### src/rtl/smb_host_regs.sv
module smb_host_regs #(
  parameter int MAX_BLK = 32
) (
  input  logic       clk,
  input  logic       rst_n,
  input  logic       host_en,
  input  logic       i2c_block_mode,
  input  logic [2:0] reg_addr,
  input  logic       reg_wr,
  input  logic [7:0] reg_wdata,
  output logic [7:0] reg_rdata,
  output logic       req_valid,
  input  logic       req_ready,
  output logic [2:0] req_op,
  output logic [7:0] req_data,
  input  logic       rsp_valid,
  input  logic [7:0] rsp_data,
  input  logic       rsp_ack,
  input  logic       rsp_arb_lost,
  output logic       irq
);
  localparam int CW = $clog2(MAX_BLK + 1);
  localparam logic [2:0] OP_START = 3'd0, OP_WRITE = 3'd1, OP_RDA = 3'd2,
                         OP_RDN = 3'd3, OP_STOP = 3'd4;
  localparam logic [2:0] K_QUICK = 3'd0, K_BYTE = 3'd1, K_WORD = 3'd3, K_BLOCK = 3'd5;

  typedef enum logic [1:0] {S_IDLE, S_REQ, S_WAIT, S_PAUSE} st_t;
  typedef enum logic [2:0] {PH_START, PH_ADDR, PH_CMD, PH_CNTW, PH_CNTR, PH_DATA, PH_STOP} ph_t;

  st_t st;
  ph_t ph;
  logic [3:0] ctl_type;
  logic ie, second, i2c_q, dev_pend;
  logic [7:0] cmd_r, adr_r, d0, d1, blk;
  logic f_done, f_dev, f_coll, f_fail, f_bdone;
  logic [CW-1:0] idx, len;

  function automatic logic [CW-1:0] clampc(input logic [7:0] v);
    if (v == 8'd0) return CW'(1);
    else if (int'(v) > MAX_BLK) return CW'(MAX_BLK);
    else return CW'(v);
  endfunction

  wire [2:0] ktype   = ctl_type[2:0];
  wire       rd      = adr_r[0];
  wire       is_blk  = ktype == K_BLOCK;
  wire       busy    = st != S_IDLE;
  wire       last_dt = idx == len - CW'(1);
  wire [7:0] sts_v   = {f_bdone, 2'b00, f_fail, f_coll, f_dev, f_done, busy};

  wire       wr_sts    = reg_wr && reg_addr == 3'd0;
  wire [2:0] nk        = reg_wdata[4:2];
  wire       start_req = reg_wr && reg_addr == 3'd2 && reg_wdata[6] && host_en && !busy;
  wire       start_ok  = start_req && sts_v[4:0] == 5'd0 && nk != 3'd4 && nk < 3'd6;

  assign req_valid = st == S_REQ;
  assign irq = f_done & ie;

  always_comb begin
    req_op = OP_WRITE;
    req_data = 8'h00;
    case (ph)
      PH_START: req_op = OP_START;
      PH_STOP:  req_op = OP_STOP;
      PH_ADDR:  req_data = second ? {adr_r[7:1], 1'b1} :
                (ktype == K_QUICK || ktype == K_BYTE) ? adr_r : {adr_r[7:1], 1'b0};
      PH_CMD:   req_data = cmd_r;
      PH_CNTW:  req_data = 8'(len);
      PH_CNTR:  req_op = OP_RDA;
      PH_DATA: begin
        if (rd) req_op = last_dt ? OP_RDN : OP_RDA;
        req_data = is_blk ? blk : (ktype == K_WORD && idx == CW'(1)) ? d1 : d0;
      end
      default: req_op = OP_STOP;
    endcase
  end

  always_comb begin
    case (reg_addr)
      3'd0: reg_rdata = sts_v;
      3'd2: reg_rdata = {2'b00, ctl_type, 1'b0, ie};
      3'd3: reg_rdata = cmd_r;
      3'd4: reg_rdata = adr_r;
      3'd5: reg_rdata = d0;
      3'd6: reg_rdata = d1;
      3'd7: reg_rdata = blk;
      default: reg_rdata = 8'h00;
    endcase
  end

  always_ff @(posedge clk or negedge rst_n) begin
    if (!rst_n) begin
      st <= S_IDLE; ph <= PH_START; ctl_type <= '0; ie <= 1'b0;
      second <= 1'b0; i2c_q <= 1'b0; dev_pend <= 1'b0;
      cmd_r <= '0; adr_r <= '0; d0 <= '0; d1 <= '0; blk <= '0;
      f_done <= 1'b0; f_dev <= 1'b0; f_coll <= 1'b0; f_fail <= 1'b0; f_bdone <= 1'b0;
      idx <= '0; len <= '0;
    end else begin
      if (wr_sts) begin
        if (reg_wdata[1]) f_done <= 1'b0;
        if (reg_wdata[2]) f_dev <= 1'b0;
        if (reg_wdata[3]) f_coll <= 1'b0;
        if (reg_wdata[4]) f_fail <= 1'b0;
        if (reg_wdata[7]) f_bdone <= 1'b0;
      end
      if (reg_wr) begin
        case (reg_addr)
          3'd2: begin ctl_type <= reg_wdata[5:2]; ie <= reg_wdata[0]; end
          3'd3: cmd_r <= reg_wdata;
          3'd4: adr_r <= reg_wdata;
          3'd5: d0 <= reg_wdata;
          3'd6: d1 <= reg_wdata;
          3'd7: blk <= reg_wdata;
          default: ;
        endcase
      end
      if (start_req && !start_ok) f_fail <= 1'b1;
      if (start_ok) begin
        st <= S_REQ; ph <= PH_START; second <= 1'b0; idx <= '0;
        i2c_q <= i2c_block_mode; dev_pend <= 1'b0;
        if (nk == K_BLOCK) begin
          len <= clampc(d0);
          if (!rd) d0 <= 8'(clampc(d0));
        end else len <= (nk == K_WORD) ? CW'(2) : CW'(1);
      end
      case (st)
        S_REQ: if (req_ready) st <= S_WAIT;
        S_WAIT: if (rsp_valid) begin
          if (rsp_arb_lost) begin
            f_coll <= 1'b1;
            st <= S_IDLE;
          end else begin
            st <= S_REQ;
            case (ph)
              PH_START: ph <= PH_ADDR;
              PH_ADDR:
                if (!rsp_ack) begin dev_pend <= 1'b1; ph <= PH_STOP; end
                else if (ktype == K_QUICK) ph <= PH_STOP;
                else if (second || (ktype == K_BYTE && rd)) ph <= is_blk ? PH_CNTR : PH_DATA;
                else ph <= PH_CMD;
              PH_CMD:
                if (!rsp_ack) begin dev_pend <= 1'b1; ph <= PH_STOP; end
                else if (ktype == K_BYTE) ph <= PH_STOP;
                else if (rd) begin second <= 1'b1; ph <= PH_START; end
                else if (is_blk && !i2c_q) ph <= PH_CNTW;
                else ph <= PH_DATA;
              PH_CNTW:
                if (!rsp_ack) begin dev_pend <= 1'b1; ph <= PH_STOP; end
                else ph <= PH_DATA;
              PH_CNTR: begin
                len <= clampc(rsp_data);
                d0 <= 8'(clampc(rsp_data));
                ph <= PH_DATA;
              end
              PH_DATA:
                if (!rd && !rsp_ack) begin dev_pend <= 1'b1; ph <= PH_STOP; end
                else begin
                  if (rd) begin
                    if (is_blk) blk <= rsp_data;
                    else if (ktype == K_WORD && idx == CW'(1)) d1 <= rsp_data;
                    else d0 <= rsp_data;
                  end
                  if (last_dt) ph <= PH_STOP;
                  else begin
                    idx <= idx + CW'(1);
                    if (is_blk) begin st <= S_PAUSE; f_bdone <= 1'b1; end
                  end
                end
              default: begin
                st <= S_IDLE;
                if (dev_pend) f_dev <= 1'b1;
                else f_done <= 1'b1;
              end
            endcase
          end
        end
        S_PAUSE: if (wr_sts && reg_wdata[7]) st <= S_REQ;
        default: ;
      endcase
    end
  end
endmodule

### config.mk
export PLATFORM = sky130hd
export DESIGN_NAME = smb_host_regs
export DESIGN_NICKNAME = d
export VERILOG_FILES = /design/src/rtl/smb_host_regs.sv
export SDC_FILE = /design/constraint.sdc
export NUM_CORES = 1
export LEC_CHECK = 0
export ABC_AREA = 1
export CORE_AREA = 2 2 107 150
export CTS_CLUSTER_DIAMETER = 30
export DETAILED_ROUTE_END_ITERATION = 12
export DIE_AREA = 0 0 109 152
export PLACE_DENSITY = 0.51
export SYNTH_ARGS = -nofsm -noshare
export SYNTH_HDL_FRONTEND = slang
export SYNTH_SLANG_ARGS = --single-unit
### constraint.sdc
create_clock -name clk -period 5 [get_ports clk]
set_input_delay 1 -clock clk [delete_from_list [all_inputs] [get_ports clk]]
set_output_delay 1 -clock clk [all_outputs]
set_load 0.005 [all_outputs]
==> results.cfg, run 1 <==
[status]
status = completed

[yosys]
synth_commonest_cells = 206 x nand2_1, 86 x inv_1, 70 x dfrtp_1
ys_warn_count = 0
yosys.cell_types.count = 40
synth_top_area_share_pct = 37.6
ys_seq_elements = 70
synth_ff_type = dfrtp_1
synthCells = 677
async_flop_share_pct = 100
synth.most_common_cell = nand2_1
syn-cell-area_um2 = 4650
synth_edf_count = 0
synth.net_count = 708
yosysSeqAreaShare_pct = 37.6
syn_avg_cell_area_um2 = 6.88
synthTopCellsByArea = dfrtp_1 38%, nand2_1 17%, o21ai_0 7.4%
synth_top_area_cell = dfrtp_1

[worst_setup_path]
worstPathRequired_ns = 4.00
crit_fanout = 5
crit_type = in2out
arrival_ns = 3.12
cp-start-kind = primary input
critPathCaptureType = output port

[sta]
finalCritPeriodShare_pct = 82.4
setup_tns_ns = 0
whs_ns = 0.490
setup_viol = 0
fmax_ghz = 0.243
finalHoldViolations = 0
rsz0062_at_grt = false
fin_skew_ns = 0.00412
slew_viol_final = 0
relSlewSlack_pct = 37.4
min_period_ns = 4.12
tightest_slew_ns = 0.939

[layout]
multi_input_area_um2 = 2500
final_area_um2 = 5600
num-nets-final = 755
drive_gt1_share_pct = 5.36
seqCellArea_um2 = 1750
syn_to_final_growth_pct = 20.3
antenna_cells = 0
fillers = 1689
final_util_pct = 36.5

[grt]
antenna_found_initial = 0
grt_pass1_vias = 4867
grt_max_degree = 71
grt_pass1_wl_mm = 27.4
grt_overflow = 0
grt_usage_pct = 22.1

[flow_run]
maxCapViolCount = 0

[clock_network]
cts_root_buf = clkbuf_16
clkLatencyLatePin_ns = 0.34
clockBufferDepth = 2
postCtsResizedCells = 0
cts_sinks = 70
post_cts_buffers = 0
cts_buffers = 9
cts.hold.buffers_added = 0
cts_max_level = 3
cts_tree = built
clk_pin_slew_worst_paths_ns = 0.05

[detailed_routing]
drt_wl_total_mm = 17.5
ant_nets = 0
viasPerCell = 5.25
wire_per_inst_um = 18.9
drc = 0
firstDrtPassIters = 5
drt_iter0_markers = 357
num_vias = 4854

[pwr]
vdd_drop_max_v = 0.000165
power_density_nw_per_um2 = 333
p_leak_nw = 2.68

[placed_design]
place_area_um2 = 5330
io_buffers = 48
place.detailed.hpwl_mm = 13.7
gp_congestion = 0.962

[die]
design.core.area_um2 = 15300
pin_count = 49
die_width_um = 109
die-area_um2 = 16600
die_y_um = 152
rows = 54
start_util_pct = 30.3

[hold_path]
hold_class = reg2reg
## sequential cells by signal, indices dropped and copies added, names as in the netlist, 2 cells and up
name	flops
adr_r	8
st	2
cmd_r	8
len	6
blk	8
d0	8
idx	6
ctl_type	4
d1	8
ph	3
## routing by layer
| metal | global-route usage [%] | up-vias | routed length [um] |
|---|---|---|---|
| li1 | - | 2341 | - |
| met1 | 27.1 | 2315 | 6990 |
| met2 | 38.0 | 161 | 9050 |
| met3 | 2.87 | 37 | 757 |
| met4 | 9.34 | 0 | 651 |
| met5 | 0 | - | 0 |
## metrics by stage
stage               setup slack, ns  total power [W]  cells
floorplan                      2.22          0.00102    677
global placement              0.997          0.00127    909
detailed placement            0.899          0.00127    909
CTS                           0.883          0.00187    924
global route                  0.776          0.00197    924
finish                        0.880          0.00186    924
## worst paths after layout
| check | startpoint | slack, ns | depth (start not counted) | to |
|---|---|---|---|---|
| max | reg_addr[2] | 0.88 | 7 | reg_rdata[4] |
| min | cmd_r[4] | 0.49 | 2 | cmd_r[4] |
| max reg2reg | len[0] | 2.76 | 12 | idx[0] |
| min reg2reg | cmd_r[4] | 0.49 | 2 | cmd_r[4] |
| max in group asynchronous | rst_n | 3.58 | 1 | adr_r[4] |
| min in group asynchronous | rst_n | 0.79 | 1 | idx[3] |
## layout by cell type (no fill, tap or decap), drive strengths merged, types with 3 or more instances in the layout
master and instances:
o21ai 84, clkbuf 14, nand3 57, a22oi 9
clkdlybuf4s50 47, o2111ai 4, nor2 41, o22ai 6
xor2 6, o211ai 5, inv 91, dfrtp 70
nor3 15, a31oi 3, nand4 3, ha 3
a221oi 6, a21oi 28, buf 3, nand2 215
## power by group
group / internal, W / leakage, nW / switching (W)
clock: 0.000360 / 0.133 / 0.000237
sequential: 0.000652 / 0.881 / 0.0000992
combinational: 0.000201 / 1.67 / 0.000313
## critical path: stages
cell	delay [ns]
clkdlybuf4s50_1	0.59
inv_2	0.13
nand2_1	0.17
inv_1	0.12
a221oi_1	0.39
o2111ai_1	0.22
clkdlybuf4s50_1	0.51
## kinds of logic after synthesis
kind of cell | synth area share, %
XOR/XNOR | 1.51
AND/OR/NAND/NOR | 32.1
AO/OA/AOI/OAI | 19.3
adder cells (fa/ha/maj) | 0.807
buffers and inverters | 8.66
flip-flops | 37.6
## cell type report
class                      count  share of cell area (%)
inverter                      91                    6.10
multi-input combinational    502                    44.6
clock buffer                  14                    4.71
sequential                    70                    31.3
tap                          196                    4.38
clock inverter                 1                  0.0894
timing repair buffer          50                    8.80
(Power assumes the default switching activity.)
==> run 2, diff against run 1 <==
- PLACE_DENSITY: 0.51 -> 0.53
- clock period: 5 -> 3.79 ns (I/O delays scaled with it)
==> run 2 against run 1 <==
Effect of this change:
- critical endpoint is now reg_rdata[2]
- worst hold slack lost 0.0027 ns
- design area is 1.1% higher
- combinational power rose by 36%
==> results.cfg, run 2 (synthesized netlist as in run 1, its figures left out) <==
[placed_design]
io_buffers = 48
gp_congestion = 0.935
place.detailed.hpwl_mm = 13.9
dp.cells = 913

[sta]
finalHoldViolations = 0
rsz0062_at_grt = false
relSlewSlack_pct = 36.6
finalCritPeriodShare_pct = 94.6
whs_ns = 0.488
fmax_ghz = 0.279
min_period_ns = 3.59
fin_skew_ns = 0.00770
setup_viol = 0
setup_tns_ns = 0
slew_viol_final = 0
tightest_slew_ns = 0.952

[layout]
num-nets-final = 759
syn_to_final_growth_pct = 21.6
multi_input_area_um2 = 2500
layout_commonest_cell = nand2_1
seqCellArea_um2 = 1750
fillers = 1628
final_cells = 929
antenna_cells = 0
final_cell_mix = 206 x nand2_1, 86 x inv_1, 70 x dfrtp_1
drive_gt1_share_pct = 6.41

[pwr]
power_density_nw_per_um2 = 454
p_leak_nw = 2.72
vdd_drop_max_v = 0.000218
p_total_w = 0.00257

[status]
status = completed

[grt]
grt_pass1_wl_mm = 28.1
grt_usage_pct = 22.5
antenna_found_initial = 0
grt_overflow = 0
grt_max_degree = 71
grt_pass1_vias = 4860

[clock_network]
postCtsResizedCells = 0
cts_buffers = 9
clkLatencyLatePin_ns = 0.34
cts.hold.buffers_added = 0
post_cts_buffers = 0
clockBufferDepth = 2
cts_sinks = 70
cts_max_level = 3
cts_tree = built
clk_pin_slew_worst_paths_ns = 0.06
cts_root_buf = clkbuf_16

[worst_setup_path]
arrival_ns = 2.83
crit_start = reg_addr[2]
worstPathRequired_ns = 3.03
crit_type = in2out
critPathCaptureType = output port
crit_fanout = 5
r2r-start = len[0]
cp-start-kind = primary input

[detailed_routing]
drc = 0
ant_nets = 0
drt_iter0_markers = 342
wire_per_inst_um = 19.4
drt_wl_total_mm = 18.0
firstDrtPassIters = 5
viasPerCell = 5.29
num_vias = 4916

[flow_run]
maxCapViolCount = 0

[die]
die-area_um2 = 16600
rows = 54
pin_count = 49
die_width_um = 109
design.core.area_um2 = 15300
start_util_pct = 30.3
die_y_um = 152

[hold_path]
min-delay-start = cmd_r[4]
hold_class = reg2reg
## run 2: changes by cell type in the layout (fill, tap and decap cells not counted)
| cell | change |
|---|---|
| clkbuf_8 | -1 |
| clkbuf_1 | -3 |
| clkinvlp_4 | +1 |
| clkinv_4 | +1 |
| clkinv_2 | +2 |
| buf_4 | +4 |
| bufinv_16 | +1 |
## run 2: stage by stage
stage | setup slack, ns | util [%] | instance area [um^2]
2_1_floorplan | 1.49 | - | 4650
3_3_place_gp | 0.281 | 35.0 | 5360
3_5_place_dp | 0.220 | 35.0 | 5360
4_1_cts | 0.207 | 36.9 | 5660
5_1_grt | 0.0480 | 36.9 | 5660
6_report | 0.205 | 36.9 | 5660
## run 2: path summary, 6_finish.rpt
| kind | to | slack [ns] | cells past startpoint |
|---|---|---|---|
| min in group asynchronous | idx[3] | 0.55 | 1 |
| worst max register to register | idx[2] | 1.51 | 12 |
| worst max-delay path | reg_rdata[2] | 0.20 | 7 |
| max in group asynchronous | blk[6] | 2.61 | 1 |
| worst min-delay path | cmd_r[4] | 0.49 | 2 |
| worst min register to register | cmd_r[4] | 0.49 | 2 |
## run 2: critical path, stage by stage
cell and delay, ns:
clkdlybuf4s50_1 0.58, inv_2 0.13, nand2_1 0.18, inv_1 0.12, a221oi_1 0.33, o2111ai_1 0.22, clkdlybuf4s50_1 0.50
## run 2: area by class of cell
class / instances / area share (%)
clock inverters: 6 / 1.08
flip-flops and latches: 70 / 30.9
repair buffers: 54 / 9.24
well taps: 196 / 4.33
inverters: 91 / 6.03
clock buffers: 10 / 4.22
multi-input cells: 502 / 44.2
## run 2: metal layers
metal | part of all wire, % | vias to the layer above | global-route usage [%]
met3 | 4.8 | 37 | 2.87
met1 | 40 | 2369 | 27.2
met2 | 53 | 160 | 40.2
met5 | 0 | - | 0
li1 | - | 2350 | -
met4 | 2.7 | 0 | 7.57
## run 2: where the power goes
part / total [W] / switching [W] / internal, W
sequential: 0.000994 / 0.000134 / 0.000860
combinational: 0.000701 / 0.000427 / 0.000274
clock: 0.000878 / 0.000352 / 0.000526
total: 0.00257 / 0.000913 / 0.00166
